==> src/rtl/tdm_cell_pkg.sv <==
package tdm_cell_pkg;
  localparam int unsigned SLOT_W     = 8;
  localparam int unsigned T1_SLOTS   = 24;
  localparam int unsigned E1_SLOTS   = 32;
  localparam int unsigned MAX_SLOTS  = E1_SLOTS;
  localparam int unsigned SLOT_IDX_W = $clog2(MAX_SLOTS);
  localparam int unsigned BIT_IDX_W  = $clog2(SLOT_W);

  typedef struct packed {
    logic                  fbit;
    logic [SLOT_IDX_W-1:0] slot;
    logic [BIT_IDX_W-1:0]  bidx;
  } frame_pos_t;

  function automatic frame_pos_t frame_start(input logic e1);
    frame_pos_t p;
    p.fbit = ~e1;
    p.slot = '0;
    p.bidx = '0;
    return p;
  endfunction

  function automatic frame_pos_t frame_next(input frame_pos_t p, input logic e1);
    frame_pos_t n;
    logic [SLOT_IDX_W-1:0] last;
    last = e1 ? SLOT_IDX_W'(E1_SLOTS - 1) : SLOT_IDX_W'(T1_SLOTS - 1);
    n = p;
    if (p.fbit) begin
      n.fbit = 1'b0;
      n.slot = '0;
      n.bidx = '0;
    end else if (p.bidx == BIT_IDX_W'(SLOT_W - 1)) begin
      if (p.slot >= last) begin
        n = frame_start(e1);
      end else begin
        n.slot = p.slot + 1'b1;
        n.bidx = '0;
      end
    end else begin
      n.bidx = p.bidx + 1'b1;
    end
    return n;
  endfunction
endpackage

==> src/rtl/tdm_edge_tick.sv <==
module tdm_edge_tick #(
  parameter int unsigned SYNC_STAGES = 2,
  parameter int unsigned SIG_W       = 1
) (
  input  logic             clk_i,
  input  logic             rst_ni,
  input  logic             lclk_i,
  input  logic [SIG_W-1:0] sig_i,
  input  logic             fall_i,
  output logic             tick_o,
  output logic [SIG_W-1:0] sig_o
);
  localparam int unsigned LW = SIG_W + 1;

  logic [LW-1:0] stage_q [SYNC_STAGES];
  logic          lclk_prev_q;
  logic          lclk_cur;

  for (genvar s = 0; s < SYNC_STAGES; s++) begin : g_sync
    if (s == 0) begin : g_first
      always_ff @(posedge clk_i or negedge rst_ni) begin
        if (!rst_ni) stage_q[s] <= '0;
        else         stage_q[s] <= {lclk_i, sig_i};
      end
    end else begin : g_next
      always_ff @(posedge clk_i or negedge rst_ni) begin
        if (!rst_ni) stage_q[s] <= '0;
        else         stage_q[s] <= stage_q[s-1];
      end
    end
  end

  assign lclk_cur = stage_q[SYNC_STAGES-1][LW-1];
  assign sig_o    = stage_q[SYNC_STAGES-1][SIG_W-1:0];

  always_ff @(posedge clk_i or negedge rst_ni) begin
    if (!rst_ni) lclk_prev_q <= 1'b0;
    else         lclk_prev_q <= lclk_cur;
  end

  assign tick_o = fall_i ? (lclk_prev_q & ~lclk_cur) : (~lclk_prev_q & lclk_cur);
endmodule

==> src/rtl/tdm_loop_tick.sv <==
module tdm_loop_tick #(
  parameter int unsigned DIV = 8
) (
  input  logic clk_i,
  input  logic rst_ni,
  input  logic en_i,
  output logic tick_o
);
  localparam int unsigned CW = (DIV > 1) ? $clog2(DIV) : 1;

  logic [CW-1:0] cnt_q;

  always_ff @(posedge clk_i or negedge rst_ni) begin
    if (!rst_ni)                         cnt_q <= '0;
    else if (!en_i)                      cnt_q <= '0;
    else if (cnt_q == CW'(DIV - 1))      cnt_q <= '0;
    else                                 cnt_q <= cnt_q + 1'b1;
  end

  assign tick_o = en_i && (cnt_q == CW'(DIV - 1));

  AST_LOOP_TICK_GAP: assert property (@(posedge clk_i) disable iff (!rst_ni)
    tick_o |=> !tick_o);
endmodule

==> src/rtl/tdm_slot_tracker.sv <==
module tdm_slot_tracker
  import tdm_cell_pkg::*;
(
  input  logic                 clk_i,
  input  logic                 rst_ni,
  input  logic                 tick_i,
  input  logic                 fp_i,
  input  logic                 e1_i,
  input  logic                 gapped_i,
  input  logic [MAX_SLOTS-1:0] slot_en_i,
  output logic                 payload_o
);
  frame_pos_t pos_q, pos_cur;
  logic       fresh_q;

  always_comb begin
    if ((fp_i && !gapped_i) || fresh_q) pos_cur = frame_start(e1_i);
    else                                pos_cur = pos_q;
  end

  assign payload_o = gapped_i | (~pos_cur.fbit & slot_en_i[pos_cur.slot]);

  always_ff @(posedge clk_i or negedge rst_ni) begin
    if (!rst_ni) begin
      pos_q   <= '0;
      fresh_q <= 1'b1;
    end else if (tick_i) begin
      pos_q   <= frame_next(pos_cur, e1_i);
      fresh_q <= 1'b0;
    end
  end

  AST_E1_FP_ALIGN: assert property (@(posedge clk_i) disable iff (!rst_ni)
    (tick_i && fp_i && !gapped_i && e1_i) |=>
      (!pos_q.fbit && pos_q.slot == '0 && pos_q.bidx == BIT_IDX_W'(1)));
  AST_T1_FP_ALIGN: assert property (@(posedge clk_i) disable iff (!rst_ni)
    (tick_i && fp_i && !gapped_i && !e1_i) |=>
      (!pos_q.fbit && pos_q.slot == '0 && pos_q.bidx == '0));
endmodule

==> src/rtl/tdm_tx_serializer.sv <==
module tdm_tx_serializer #(
  parameter int unsigned DW = 8
) (
  input  logic          clk_i,
  input  logic          rst_ni,
  input  logic          tick_i,
  input  logic          payload_i,
  input  logic [DW-1:0] byte_i,
  input  logic          valid_i,
  output logic          ready_o,
  output logic          data_o
);
  localparam int unsigned CW = $clog2(DW);

  logic [DW-2:0] sh_q;
  logic [CW-1:0] left_q;
  logic [DW-1:0] word;

  assign ready_o = tick_i && payload_i && (left_q == '0);
  assign word    = valid_i ? byte_i : '1;

  always_ff @(posedge clk_i or negedge rst_ni) begin
    if (!rst_ni) begin
      sh_q   <= '0;
      left_q <= '0;
      data_o <= 1'b1;
    end else if (tick_i) begin
      if (!payload_i) begin
        data_o <= 1'b1;
      end else if (left_q == '0) begin
        data_o <= word[DW-1];
        sh_q   <= word[DW-2:0];
        left_q <= CW'(DW - 1);
      end else begin
        data_o <= sh_q[DW-2];
        sh_q   <= {sh_q[DW-3:0], 1'b0};
        left_q <= left_q - 1'b1;
      end
    end
  end

  AST_TX_LOAD: assert property (@(posedge clk_i) disable iff (!rst_ni)
    ready_o |=> (left_q == CW'(DW - 1)));
  AST_TX_IDLE_ONES: assert property (@(posedge clk_i) disable iff (!rst_ni)
    (tick_i && !payload_i) |=> data_o);
endmodule

==> src/rtl/tdm_rx_deserializer.sv <==
module tdm_rx_deserializer #(
  parameter int unsigned DW = 8
) (
  input  logic          clk_i,
  input  logic          rst_ni,
  input  logic          tick_i,
  input  logic          payload_i,
  input  logic          bit_i,
  output logic [DW-1:0] byte_o,
  output logic          valid_o
);
  localparam int unsigned CW = $clog2(DW);

  logic [DW-2:0] sh_q;
  logic [CW-1:0] cnt_q;

  always_ff @(posedge clk_i or negedge rst_ni) begin
    if (!rst_ni) begin
      sh_q    <= '0;
      cnt_q   <= '0;
      byte_o  <= '0;
      valid_o <= 1'b0;
    end else begin
      valid_o <= 1'b0;
      if (tick_i && payload_i) begin
        if (cnt_q == CW'(DW - 1)) begin
          byte_o  <= {sh_q, bit_i};
          valid_o <= 1'b1;
          cnt_q   <= '0;
        end else begin
          sh_q  <= {sh_q[DW-3:0], bit_i};
          cnt_q <= cnt_q + 1'b1;
        end
      end
    end
  end

  AST_RX_FROM_PAYLOAD: assert property (@(posedge clk_i) disable iff (!rst_ni)
    valid_o |-> $past(tick_i && payload_i));
  AST_RX_PULSE: assert property (@(posedge clk_i) disable iff (!rst_ni)
    valid_o |=> !valid_o);
endmodule

==> src/rtl/tdm_cell_port.sv <==
module tdm_cell_port
  import tdm_cell_pkg::*;
#(
  parameter int unsigned SYNC_STAGES = 2,
  parameter int unsigned LOOP_DIV    = 8,
  parameter int unsigned BYTE_W      = 8
) (
  input  logic                 clk_i,
  input  logic                 rst_ni,
  input  logic                 cfg_e1_i,
  input  logic                 cfg_gapped_i,
  input  logic                 cfg_loop_i,
  input  logic                 cfg_tx_fall_i,
  input  logic                 cfg_rx_fall_i,
  input  logic [MAX_SLOTS-1:0] cfg_slot_en_i,
  input  logic [BYTE_W-1:0]    tx_byte_i,
  input  logic                 tx_valid_i,
  output logic                 tx_ready_o,
  input  logic                 tx_lclk_i,
  input  logic                 tx_fp_i,
  output logic                 tx_data_o,
  input  logic                 rx_lclk_i,
  input  logic                 rx_fp_i,
  input  logic                 rx_data_i,
  output logic [BYTE_W-1:0]    rx_byte_o,
  output logic                 rx_valid_o
);
  logic       tx_line_tick, tx_line_fp;
  logic       rx_line_tick;
  logic [1:0] rx_line_sig;
  logic       loop_tick, loop_tick_d_q;
  logic       tx_tick, tx_fp, tx_payload;
  logic       rx_tick, rx_fp, rx_bit, rx_payload;

  tdm_edge_tick #(.SYNC_STAGES(SYNC_STAGES), .SIG_W(1)) i_tx_edge (
    .clk_i (clk_i), .rst_ni (rst_ni), .lclk_i (tx_lclk_i), .sig_i (tx_fp_i),
    .fall_i (cfg_tx_fall_i), .tick_o (tx_line_tick), .sig_o (tx_line_fp)
  );

  tdm_edge_tick #(.SYNC_STAGES(SYNC_STAGES), .SIG_W(2)) i_rx_edge (
    .clk_i (clk_i), .rst_ni (rst_ni), .lclk_i (rx_lclk_i), .sig_i ({rx_fp_i, rx_data_i}),
    .fall_i (cfg_rx_fall_i), .tick_o (rx_line_tick), .sig_o (rx_line_sig)
  );

  tdm_loop_tick #(.DIV(LOOP_DIV)) i_loop_tick (
    .clk_i (clk_i), .rst_ni (rst_ni), .en_i (cfg_loop_i), .tick_o (loop_tick)
  );

  // receive side of loopback lags one cycle so it samples the freshly driven bit
  always_ff @(posedge clk_i or negedge rst_ni) begin
    if (!rst_ni) loop_tick_d_q <= 1'b0;
    else         loop_tick_d_q <= loop_tick;
  end

  assign tx_tick = cfg_loop_i ? loop_tick     : tx_line_tick;
  assign tx_fp   = cfg_loop_i ? 1'b0          : tx_line_fp;
  assign rx_tick = cfg_loop_i ? loop_tick_d_q : rx_line_tick;
  assign rx_fp   = cfg_loop_i ? 1'b0          : rx_line_sig[1];
  assign rx_bit  = cfg_loop_i ? tx_data_o     : rx_line_sig[0];

  tdm_slot_tracker i_tx_track (
    .clk_i (clk_i), .rst_ni (rst_ni), .tick_i (tx_tick), .fp_i (tx_fp),
    .e1_i (cfg_e1_i), .gapped_i (cfg_gapped_i), .slot_en_i (cfg_slot_en_i),
    .payload_o (tx_payload)
  );

  tdm_slot_tracker i_rx_track (
    .clk_i (clk_i), .rst_ni (rst_ni), .tick_i (rx_tick), .fp_i (rx_fp),
    .e1_i (cfg_e1_i), .gapped_i (cfg_gapped_i), .slot_en_i (cfg_slot_en_i),
    .payload_o (rx_payload)
  );

  tdm_tx_serializer #(.DW(BYTE_W)) i_tx_ser (
    .clk_i (clk_i), .rst_ni (rst_ni), .tick_i (tx_tick), .payload_i (tx_payload),
    .byte_i (tx_byte_i), .valid_i (tx_valid_i), .ready_o (tx_ready_o), .data_o (tx_data_o)
  );

  tdm_rx_deserializer #(.DW(BYTE_W)) i_rx_deser (
    .clk_i (clk_i), .rst_ni (rst_ni), .tick_i (rx_tick), .payload_i (rx_payload),
    .bit_i (rx_bit), .byte_o (rx_byte_o), .valid_o (rx_valid_o)
  );

  AST_READY_NEEDS_TICK: assert property (@(posedge clk_i) disable iff (!rst_ni)
    tx_ready_o |-> (cfg_loop_i ? loop_tick : tx_line_tick));
endmodule

==> config.mk <==
export PLATFORM = sky130hd
export DESIGN_NAME = tdm_cell_port
export DESIGN_NICKNAME = d
export VERILOG_FILES = /design/src/rtl/tdm_cell_pkg.sv /design/src/rtl/tdm_edge_tick.sv /design/src/rtl/tdm_loop_tick.sv /design/src/rtl/tdm_slot_tracker.sv /design/src/rtl/tdm_tx_serializer.sv /design/src/rtl/tdm_rx_deserializer.sv /design/src/rtl/tdm_cell_port.sv
export SDC_FILE = /design/constraint.sdc
export NUM_CORES = 1
export LEC_CHECK = 0
export ABC_AREA = 1
export BUFFER_PORTS_ARGS = -buffer_cell sky130_fd_sc_hd__buf_4
export CORE_ASPECT_RATIO = 2
export CORE_MARGIN = 2
export CORE_UTILIZATION = 40
export DETAILED_ROUTE_END_ITERATION = 8
export GPL_ROUTABILITY_DRIVEN = 1
export SLEW_MARGIN = 20
export SYNTH_ARGS = -nofsm -noshare
export SYNTH_HDL_FRONTEND = slang
export SYNTH_SLANG_ARGS = --single-unit
export TNS_END_PERCENT = 1
==> constraint.sdc <==
create_clock -name clk_i -period 5.8 [get_ports clk_i]
set_clock_uncertainty 0.1 [all_clocks]
set_input_delay 0.58 -clock clk_i [delete_from_list [all_inputs] [get_ports clk_i]]
set_output_delay 0.58 -clock clk_i [all_outputs]
set_load 0.05 [all_outputs]
==> metrics.txt, run 1 <==
# TYPE chip_impl_metric gauge
chip_impl_metric{name="power.switching_fraction",unit=""} 0.357
chip_impl_metric{name="setup_viol_count_final",unit=""} 0
chip_impl_metric{name="min_period_over_period",unit=""} 0.520
chip_impl_metric{name="postCtsHoldBufs",unit=""} 0
chip_impl_metric{name="critical-path-max-stage-delay",unit="ps"} 660
chip_impl_metric{name="grt_start_max_net_pins",unit=""} 67
chip_impl_metric{name="io_buffer_count",unit=""} 63
chip_impl_metric{name="cts.sinks",unit=""} 66
chip_impl_metric{name="synthToLayoutAreaGrowth",unit="%"} 19.3
chip_impl_metric{name="mappedNetlistNets",unit=""} 571
chip_impl_metric{name="layout-drive-gt1-share",unit=""} 0.184
chip_impl_info{name="slowest_stage",value="sky130_fd_sc_hd__dfrtp_1"} 1
chip_impl_metric{name="number_of_distinct_library_cell_variants_in_the_gate_level_netlist_after_synthesis",unit=""} 34
chip_impl_metric{name="dr.first_iter.drc_count",unit=""} 157
chip_impl_metric{name="clkLatencyLatePin",unit="ps"} 320
chip_impl_info{name="grt_setup_unrepaired",value="no"} 1
chip_impl_metric{name="ys_seq_elements",unit=""} 66
chip_impl_metric{name="synth.yosys.seq_area_share",unit=""} 0.429
chip_impl_metric{name="timing.final.crit_period",unit="ps"} 3010
chip_impl_metric{name="starting_density_of_the_core",unit=""} 0.411
chip_impl_metric{name="worst_ep_arrival_time",unit="ps"} 2330
chip_impl_info{name="tritoncts",value="built"} 1
chip_impl_metric{name="top_level_ports",unit=""} 64
chip_impl_info{name="mostFrequentLayoutCell",value="sky130_fd_sc_hd__nand2_1"} 1
chip_impl_metric{name="share_seq_of_total_power",unit=""} 0.394
chip_impl_info{name="layout_common_cells",value="sky130_fd_sc_hd__nand2_1, sky130_fd_sc_hd__nand3_1, sky130_fd_sc_hd__buf_4"} 1
chip_impl_info{name="rr_endpoint",value="i_rx_deser.sh_q[3]"} 1
chip_impl_metric{name="global_route.overflow_total",unit=""} 0
chip_impl_metric{name="drt_first_pass_iters",unit=""} 6
chip_impl_metric{name="grt_first_pass_wirelength",unit="µm"} 15900
chip_impl_metric{name="detail_route.drc_violations",unit=""} 0
chip_impl_metric{name="rows",unit=""} 50
chip_impl_metric{name="die_w",unit="µm"} 73.4
chip_impl_metric{name="worst_slew_pin_slew",unit="ps"} 815
chip_impl_metric{name="maxSlewHeadroom",unit=""} 0.456
chip_impl_metric{name="p_leak",unit="nW"} 2.44
chip_impl_metric{name="ff2ff_setup_slack",unit="ps"} 3150
chip_impl_metric{name="first_global_vias",unit=""} 3441
chip_impl_metric{name="fraction_of_registers_with_async_set_reset",unit=""} 1.00
chip_impl_info{name="run_status",value="completed"} 1
chip_impl_metric{name="number_of_cells_on_the_critical_path",unit=""} 11
chip_impl_metric{name="cellInternalPower",unit="mW"} 1.06
chip_impl_metric{name="max_clock_freq",unit="MHz"} 332
chip_impl_metric{name="core_area",unit="mm²"} 0.00938
chip_impl_metric{name="post_cts_resized",unit=""} 0
chip_impl_info{name="timing.critical_path.max_delay_family",value="simple AND/OR/NAND/NOR gates"} 1
chip_impl_metric{name="groute.layer.met2.usage",unit=""} 0.347
chip_impl_info{name="r2r_start",value="i_rx_track.pos_q[3]"} 1
chip_impl_metric{name="syn-instance-count",unit=""} 504
chip_impl_metric{name="design.final.nets",unit=""} 631
chip_impl_metric{name="cts_setup_buffers",unit=""} 0
chip_impl_metric{name="grt_use_met1",unit=""} 0.212
chip_impl_metric{name="cts-root-to-sink-buffers",unit=""} 2
chip_impl_metric{name="final.setup.tns",unit="ps"} 0
chip_impl_metric{name="wirelength",unit="µm"} 9820
chip_impl_metric{name="reg2regPathDepth",unit=""} 12
chip_impl_metric{name="p_clk_frac",unit=""} 0.271
chip_impl_info{name="worstSetupStartpointType",value="register"} 1
chip_impl_metric{name="synthesis.yosys.warnings",unit=""} 0
chip_impl_metric{name="drt-wirelength-per-cell",unit="µm"} 14.7
chip_impl_metric{name="post_drt_via_cell_ratio",unit=""} 5.26
chip_impl_info{name="holdCritPathClass",value="primary input to asynchronous set/reset pin"} 1
chip_impl_metric{name="cts_made_buffers",unit=""} 9
chip_impl_metric{name="ant_nets",unit=""} 0
chip_impl_info{name="path_cells",value="nand3_4 > inv_2 > nand2_1 > nand3_1 > nand3_1 > nand3_1 > nand2_1 > nand2_1 > nand3_2 > a21oi_1 > buf_4"} 1
chip_impl_metric{name="critPathRequiredTime",unit="ps"} 5120
chip_impl_metric{name="path_buf_inv",unit=""} 2
chip_impl_metric{name="antennaDiodeCount",unit=""} 0
chip_impl_metric{name="grt_antenna_before_repair",unit=""} 0
chip_impl_metric{name="maxCapViolations",unit=""} 0
chip_impl_metric{name="vias",unit=""} 3524
chip_impl_metric{name="critPathMaxFanout",unit=""} 19
chip_impl_metric{name="grt_use_total",unit=""} 0.199
chip_impl_metric{name="irDropWorstVdd",unit="µV"} 240
chip_impl_metric{name="slew_viol_final",unit=""} 0
chip_impl_info{name="path_class",value="register to output port"} 1
chip_impl_info{name="worst_setup_path_startpoint",value="i_tx_track.pos_q[3]"} 1
chip_impl_metric{name="fillCellCount",unit=""} 955
chip_impl_metric{name="place_congestion",unit=""} 0.954
chip_impl_metric{name="net-switching-power",unit="mW"} 0.590
chip_impl_metric{name="clock_tree.htree_level_count",unit=""} 3
chip_impl_metric{name="detailed_place_hpwl",unit="µm"} 7690
chip_impl_metric{name="multi_input_comb_area",unit="mm²"} 0.00187
chip_impl_info{name="cp-end-kind",value="output port"} 1
chip_impl_metric{name="finalNonFillerCells",unit=""} 670
chip_impl_info{name="synth-main-ff-cell",value="sky130_fd_sc_hd__dfrtp_1"} 1
chip_impl_metric{name="finalHoldViolCount",unit=""} 0
chip_impl_metric{name="total_power",unit="mW"} 1.65
chip_impl_metric{name="die_y",unit="µm"} 143
chip_impl_info{name="cts-root-buf",value="sky130_fd_sc_hd__clkbuf_16"} 1
chip_impl_info{name="grt.busiest_layer",value="met2"} 1
chip_impl_metric{name="synth_edf_count",unit=""} 0
chip_impl_metric{name="grt_util_met3",unit=""} 0.0353
chip_impl_metric{name="p_comb_frac",unit=""} 0.335
chip_impl_metric{name="numPlacedInstances",unit=""} 657
chip_impl_metric{name="powerDensity",unit="mW/mm²"} 359
chip_impl_metric{name="fp.dieArea",unit="mm²"} 0.0105
chip_impl_metric{name="cts.clk_slew.worst_paths",unit="ps"} 50
chip_impl_metric{name="post_synth_instance_area",unit="mm²"} 0.00386
chip_impl_metric{name="layout.area.seq",unit="mm²"} 0.00166
chip_impl_metric{name="syn-mean-instance-area",unit="µm²"} 7.65
[worst max path at each step]
stage | to
after floorplan | tx_ready_o
after global placement | i_rx_deser.sh_q[2]
after detailed placement | i_rx_deser.sh_q[3]
after CTS | tx_ready_o
after global routing | tx_ready_o
final | tx_ready_o
[power by group through the flow]
| stage | Combinational [mW] | Clock [mW] | Sequential [mW] |
|---|---|---|---|
| 2_1_floorplan | 0.372 | 0 | 0.688 |
| 3_3_place_gp | 0.547 | 0 | 0.656 |
| 3_5_place_dp | 0.559 | 0 | 0.657 |
| 4_1_cts | 0.562 | 0.461 | 0.651 |
| 5_1_grt | 0.638 | 0.481 | 0.663 |
| 6_report | 0.554 | 0.447 | 0.650 |
[routing by layer]
| metal | vias to the layer above | routed length [µm] | part of all wire |
|---|---|---|---|
| li1 | 1767 | - | - |
| met1 | 1621 | 3630 | 0.37 |
| met2 | 102 | 5180 | 0.53 |
| met3 | 34 | 465 | 0.047 |
| met4 | 0 | 542 | 0.055 |
| met5 | - | 0 | 0 |
[area by class of cell]
class	instances	area share
well taps	104	0.0283
clock inverters	1	0.00109
multi-input cells	364	0.407
clock buffers	12	0.0514
repair buffers	64	0.104
flip-flops and latches	66	0.360
inverters	59	0.0482
[cells by family after synthesis]
kind of cell	count (synthesis)	share of synthesized area
AND/OR/NAND/NOR	289	0.351
buffers and inverters	74	0.0857
flip-flops	66	0.429
AO/OA/AOI/OAI	57	0.0795
adder cells (fa/ha/maj)	14	0.0454
XOR/XNOR	4	0.00908
[worst register-to-register path: stages (launching register included)]
cell and delay (ps):
sky130_fd_sc_hd__dfrtp_1 780, sky130_fd_sc_hd__nand3_4 340, sky130_fd_sc_hd__nand2_1 230, sky130_fd_sc_hd__nand3_1 100, sky130_fd_sc_hd__nand3_1 90, sky130_fd_sc_hd__nand3_1 80, sky130_fd_sc_hd__nand2_1 80, sky130_fd_sc_hd__nand2_1 60
sky130_fd_sc_hd__nand3_2 60, sky130_fd_sc_hd__nand2_2 230, sky130_fd_sc_hd__nand2_1 290, sky130_fd_sc_hd__nand2_1 80, sky130_fd_sc_hd__nand2_1 70
[through the flow]
stage                     setup slack [ps]  instance area [µm²]   util  hold slack, ps
after global placement                2940                 4360  0.464             233
final                                 2790                 4600  0.490             241
after CTS                             2760                 4600  0.490             251
after floorplan                       2800                 3860      -             184
after global routing                  2530                 4600  0.490             248
after detailed placement              2900                 4360  0.464             240
[registers in the layout (all words and copies together) (netlist names), 2 cells and up]
signal             count
i_rx_track.pos_q       9
i_tx_track.pos_q       9
i_rx_deser.byte_o      8
i_rx_deser.sh_q        7
i_tx_ser.sh_q          7
i_loop_tick.cnt_q      3
i_rx_deser.cnt_q       3
i_rx_edge.stage_q      3
i_tx_ser.left_q        3
i_rx_edge.sig_o        2
i_tx_edge.stage_q      2
[cell usage after synthesis (6+ instances only)]
library cell,count,area (µm²)
sky130_fd_sc_hd__nand2_1,155,582
sky130_fd_sc_hd__nand3_1,77,385
sky130_fd_sc_hd__dfrtp_1,63,1580
sky130_fd_sc_hd__inv_1,50,188
sky130_fd_sc_hd__o21ai_0,29,145
sky130_fd_sc_hd__nor2_1,23,86.3
sky130_fd_sc_hd__ha_1,14,175
sky130_fd_sc_hd__nand4_1,12,75.1
sky130_fd_sc_hd__o21ai_1,9,45.0
sky130_fd_sc_hd__a21oi_1,8,40.0
sky130_fd_sc_hd__inv_2,8,30.0
sky130_fd_sc_hd__o22ai_1,6,37.5
No activity file was read; power rests on OpenSTA's default activity.
==> run 2, diff against run 1 <==
Clock period 5.8 ns to 3 ns, I/O delays scaled along.
==> metrics.txt, run 2 (synthesized netlist as in run 1, its figures left out) <==
# TYPE chip_impl_metric gauge
chip_impl_metric{name="die_w",unit="µm"} 73.4
chip_impl_metric{name="design.final.nets",unit=""} 638
chip_impl_metric{name="dr.first_iter.drc_count",unit=""} 178
chip_impl_metric{name="detailed_place_hpwl",unit="µm"} 8280
chip_impl_info{name="hold_sp",value="cfg_e1_i"} 1
chip_impl_info{name="largest_registers",value="i_rx_track.pos_q (9), i_tx_track.pos_q (9), i_rx_deser.byte_o (8)"} 1
chip_impl_metric{name="setup_viol_count_final",unit=""} 0
chip_impl_info{name="run_status",value="completed"} 1
chip_impl_metric{name="slew_viol_final",unit=""} 0
chip_impl_metric{name="grt_start_max_net_pins",unit=""} 67
chip_impl_info{name="tritoncts",value="built"} 1
chip_impl_metric{name="powerDensity",unit="mW/mm²"} 742
chip_impl_metric{name="worst_slew_pin_slew",unit="ps"} 812
chip_impl_metric{name="io_buffer_count",unit=""} 63
chip_impl_metric{name="first_global_vias",unit=""} 3582
chip_impl_metric{name="hold_depth",unit=""} 2
chip_impl_metric{name="critPathRequiredTime",unit="ps"} 2600
chip_impl_metric{name="cts-root-to-sink-buffers",unit=""} 2
chip_impl_info{name="mostFrequentLayoutCell",value="sky130_fd_sc_hd__nand2_1"} 1
chip_impl_metric{name="clkLatencyLatePin",unit="ps"} 330
chip_impl_metric{name="reg2regPathDepth",unit=""} 12
chip_impl_metric{name="cts.sinks",unit=""} 66
chip_impl_info{name="grt_setup_unrepaired",value="no"} 1
chip_impl_info{name="cts-root-buf",value="sky130_fd_sc_hd__clkbuf_16"} 1
chip_impl_metric{name="vias",unit=""} 3570
chip_impl_metric{name="place_congestion",unit=""} 0.963
chip_impl_metric{name="cts.clk_slew.worst_paths",unit="ps"} 60
chip_impl_metric{name="wirelength",unit="µm"} 10800
chip_impl_metric{name="maxSlewHeadroom",unit=""} 0.458
chip_impl_metric{name="max_clock_freq",unit="MHz"} 384
chip_impl_metric{name="clock_tree.htree_level_count",unit=""} 3
chip_impl_metric{name="critPathMaxFanout",unit=""} 19
chip_impl_info{name="holdCritPathClass",value="primary input to register"} 1
chip_impl_metric{name="drt_first_pass_iters",unit=""} 5
chip_impl_info{name="hold_ep",value="i_rx_track.pos_q[8]"} 1
chip_impl_metric{name="grt_use_total",unit=""} 0.219
chip_impl_metric{name="post_drt_via_cell_ratio",unit=""} 5.25
chip_impl_metric{name="grt_first_pass_wirelength",unit="µm"} 17100
chip_impl_metric{name="rows",unit=""} 50
chip_impl_info{name="rr_endpoint",value="i_rx_deser.sh_q[1]"} 1
chip_impl_metric{name="worst_ep_arrival_time",unit="ps"} 2200
chip_impl_metric{name="maxCapViolations",unit=""} 0
chip_impl_metric{name="synthToLayoutAreaGrowth",unit="%"} 23.7
chip_impl_metric{name="global_route.overflow_total",unit=""} 0
chip_impl_metric{name="finalHoldViolCount",unit=""} 0
chip_impl_info{name="layout_common_cells",value="sky130_fd_sc_hd__nand2_1, sky130_fd_sc_hd__nand3_1, sky130_fd_sc_hd__buf_4"} 1
chip_impl_metric{name="fp.dieArea",unit="mm²"} 0.0105
chip_impl_metric{name="detail_route.drc_violations",unit=""} 0
chip_impl_metric{name="starting_density_of_the_core",unit=""} 0.411
chip_impl_metric{name="die_y",unit="µm"} 143
chip_impl_metric{name="antennaDiodeCount",unit=""} 0
chip_impl_metric{name="ant_nets",unit=""} 0
chip_impl_metric{name="min_period_over_period",unit=""} 0.868
chip_impl_metric{name="layout-drive-gt1-share",unit=""} 0.194
chip_impl_metric{name="final.setup.tns",unit="ps"} 0
chip_impl_info{name="worstSetupStartpointType",value="register"} 1
chip_impl_metric{name="drt-wirelength-per-cell",unit="µm"} 15.9
chip_impl_metric{name="irDropWorstVdd",unit="µV"} 721
chip_impl_metric{name="core_area",unit="mm²"} 0.00938
chip_impl_metric{name="cts_made_buffers",unit=""} 9
chip_impl_metric{name="timing.final.crit_period",unit="ps"} 2600
chip_impl_metric{name="grt_antenna_before_repair",unit=""} 0
chip_impl_info{name="path_class",value="register to output port"} 1
chip_impl_metric{name="fin_hold_ws",unit="ps"} 110
chip_impl_metric{name="ff2ff_setup_slack",unit="ps"} 540
chip_impl_info{name="cp-end-kind",value="output port"} 1
chip_impl_metric{name="p_leak",unit="nW"} 2.52
chip_impl_metric{name="top_level_ports",unit=""} 64
chip_impl_info{name="r2r_start",value="i_rx_track.pos_q[3]"} 1
## run 2: metrics by stage
step | instances | total power, mW | worst slack, ps | utilization | area [µm²]
2_1_floorplan | 504 | 2.05 | 469 | - | 3860
6_report | 680 | 3.54 | 395 | 0.508 | 4770
3_5_place_dp | 658 | 2.37 | 465 | 0.465 | 4370
4_1_cts | 680 | 3.58 | 193 | 0.508 | 4770
5_1_grt | 680 | 3.80 | 161 | 0.508 | 4770
3_3_place_gp | 658 | 2.34 | 518 | 0.465 | 4370
## run 2: where the power goes
part	switching, mW	internal, mW
Clock	0.370	0.810
Sequential	0.134	1.12
Combinational	0.705	0.396
## run 2: area by class of cell
| cell class | count | area, µm² |
|---|---|---|
| fill | 943 | 4610 |
| sequential | 66 | 1660 |
| timing repair buffer | 71 | 548 |
| inverter | 59 | 221 |
| clock inverter | 7 | 118 |
| multi-input combinational | 364 | 1870 |
| clock buffer | 9 | 225 |
| tap | 104 | 130 |
## run 2: per-layer routing
layer / part of all wire / routed length (µm) / vias to the layer above / global-route usage
li1: - / - / 1784 / -
met1: 0.36 / 3920 / 1658 / 0.222
met2: 0.54 / 5840 / 102 / 0.395
met3: 0.042 / 449 / 26 / 0.0430
met4: 0.053 / 568 / 0 / 0.132
met5: 0 / 0 / - / 0
## run 2: how the worst max path moves through the flow
| stage | from | end | slack [ps] | cells past startpoint |
|---|---|---|---|---|
| after global placement | cfg_gapped_i | i_rx_deser.sh_q[3] | 520 | 15 |
| after global routing | i_tx_track.pos_q[3] | tx_ready_o | 160 | 11 |
| after floorplan | i_tx_track.pos_q[3] | tx_ready_o | 470 | 10 |
| after detailed placement | cfg_gapped_i | i_rx_deser.sh_q[1] | 470 | 15 |
| after CTS | i_tx_track.pos_q[3] | tx_ready_o | 190 | 11 |
| final | i_tx_track.pos_q[3] | tx_ready_o | 400 | 11 |
## run 2: what timing repair did
action,4_1_cts,5_1_grt
gates resized for setup,0,1
endpoints found under the hold margin,11,0
setup endpoints to repair,0,1
setup buffers,0,0
hold buffers,6,0
## run 2: worst max-delay path, cell delays in order, from the launching register on
cell and delay, ps:
sky130_fd_sc_hd__dfrtp_2 540, sky130_fd_sc_hd__nand3_4 240, sky130_fd_sc_hd__inv_2 170, sky130_fd_sc_hd__nand2_1 60, sky130_fd_sc_hd__nand3_1 80, sky130_fd_sc_hd__nand3_1 80
sky130_fd_sc_hd__nand3_1 90, sky130_fd_sc_hd__nand2_1 60, sky130_fd_sc_hd__nand2_1 70, sky130_fd_sc_hd__nand3_2 120, sky130_fd_sc_hd__a21oi_1 150, sky130_fd_sc_hd__buf_4 210
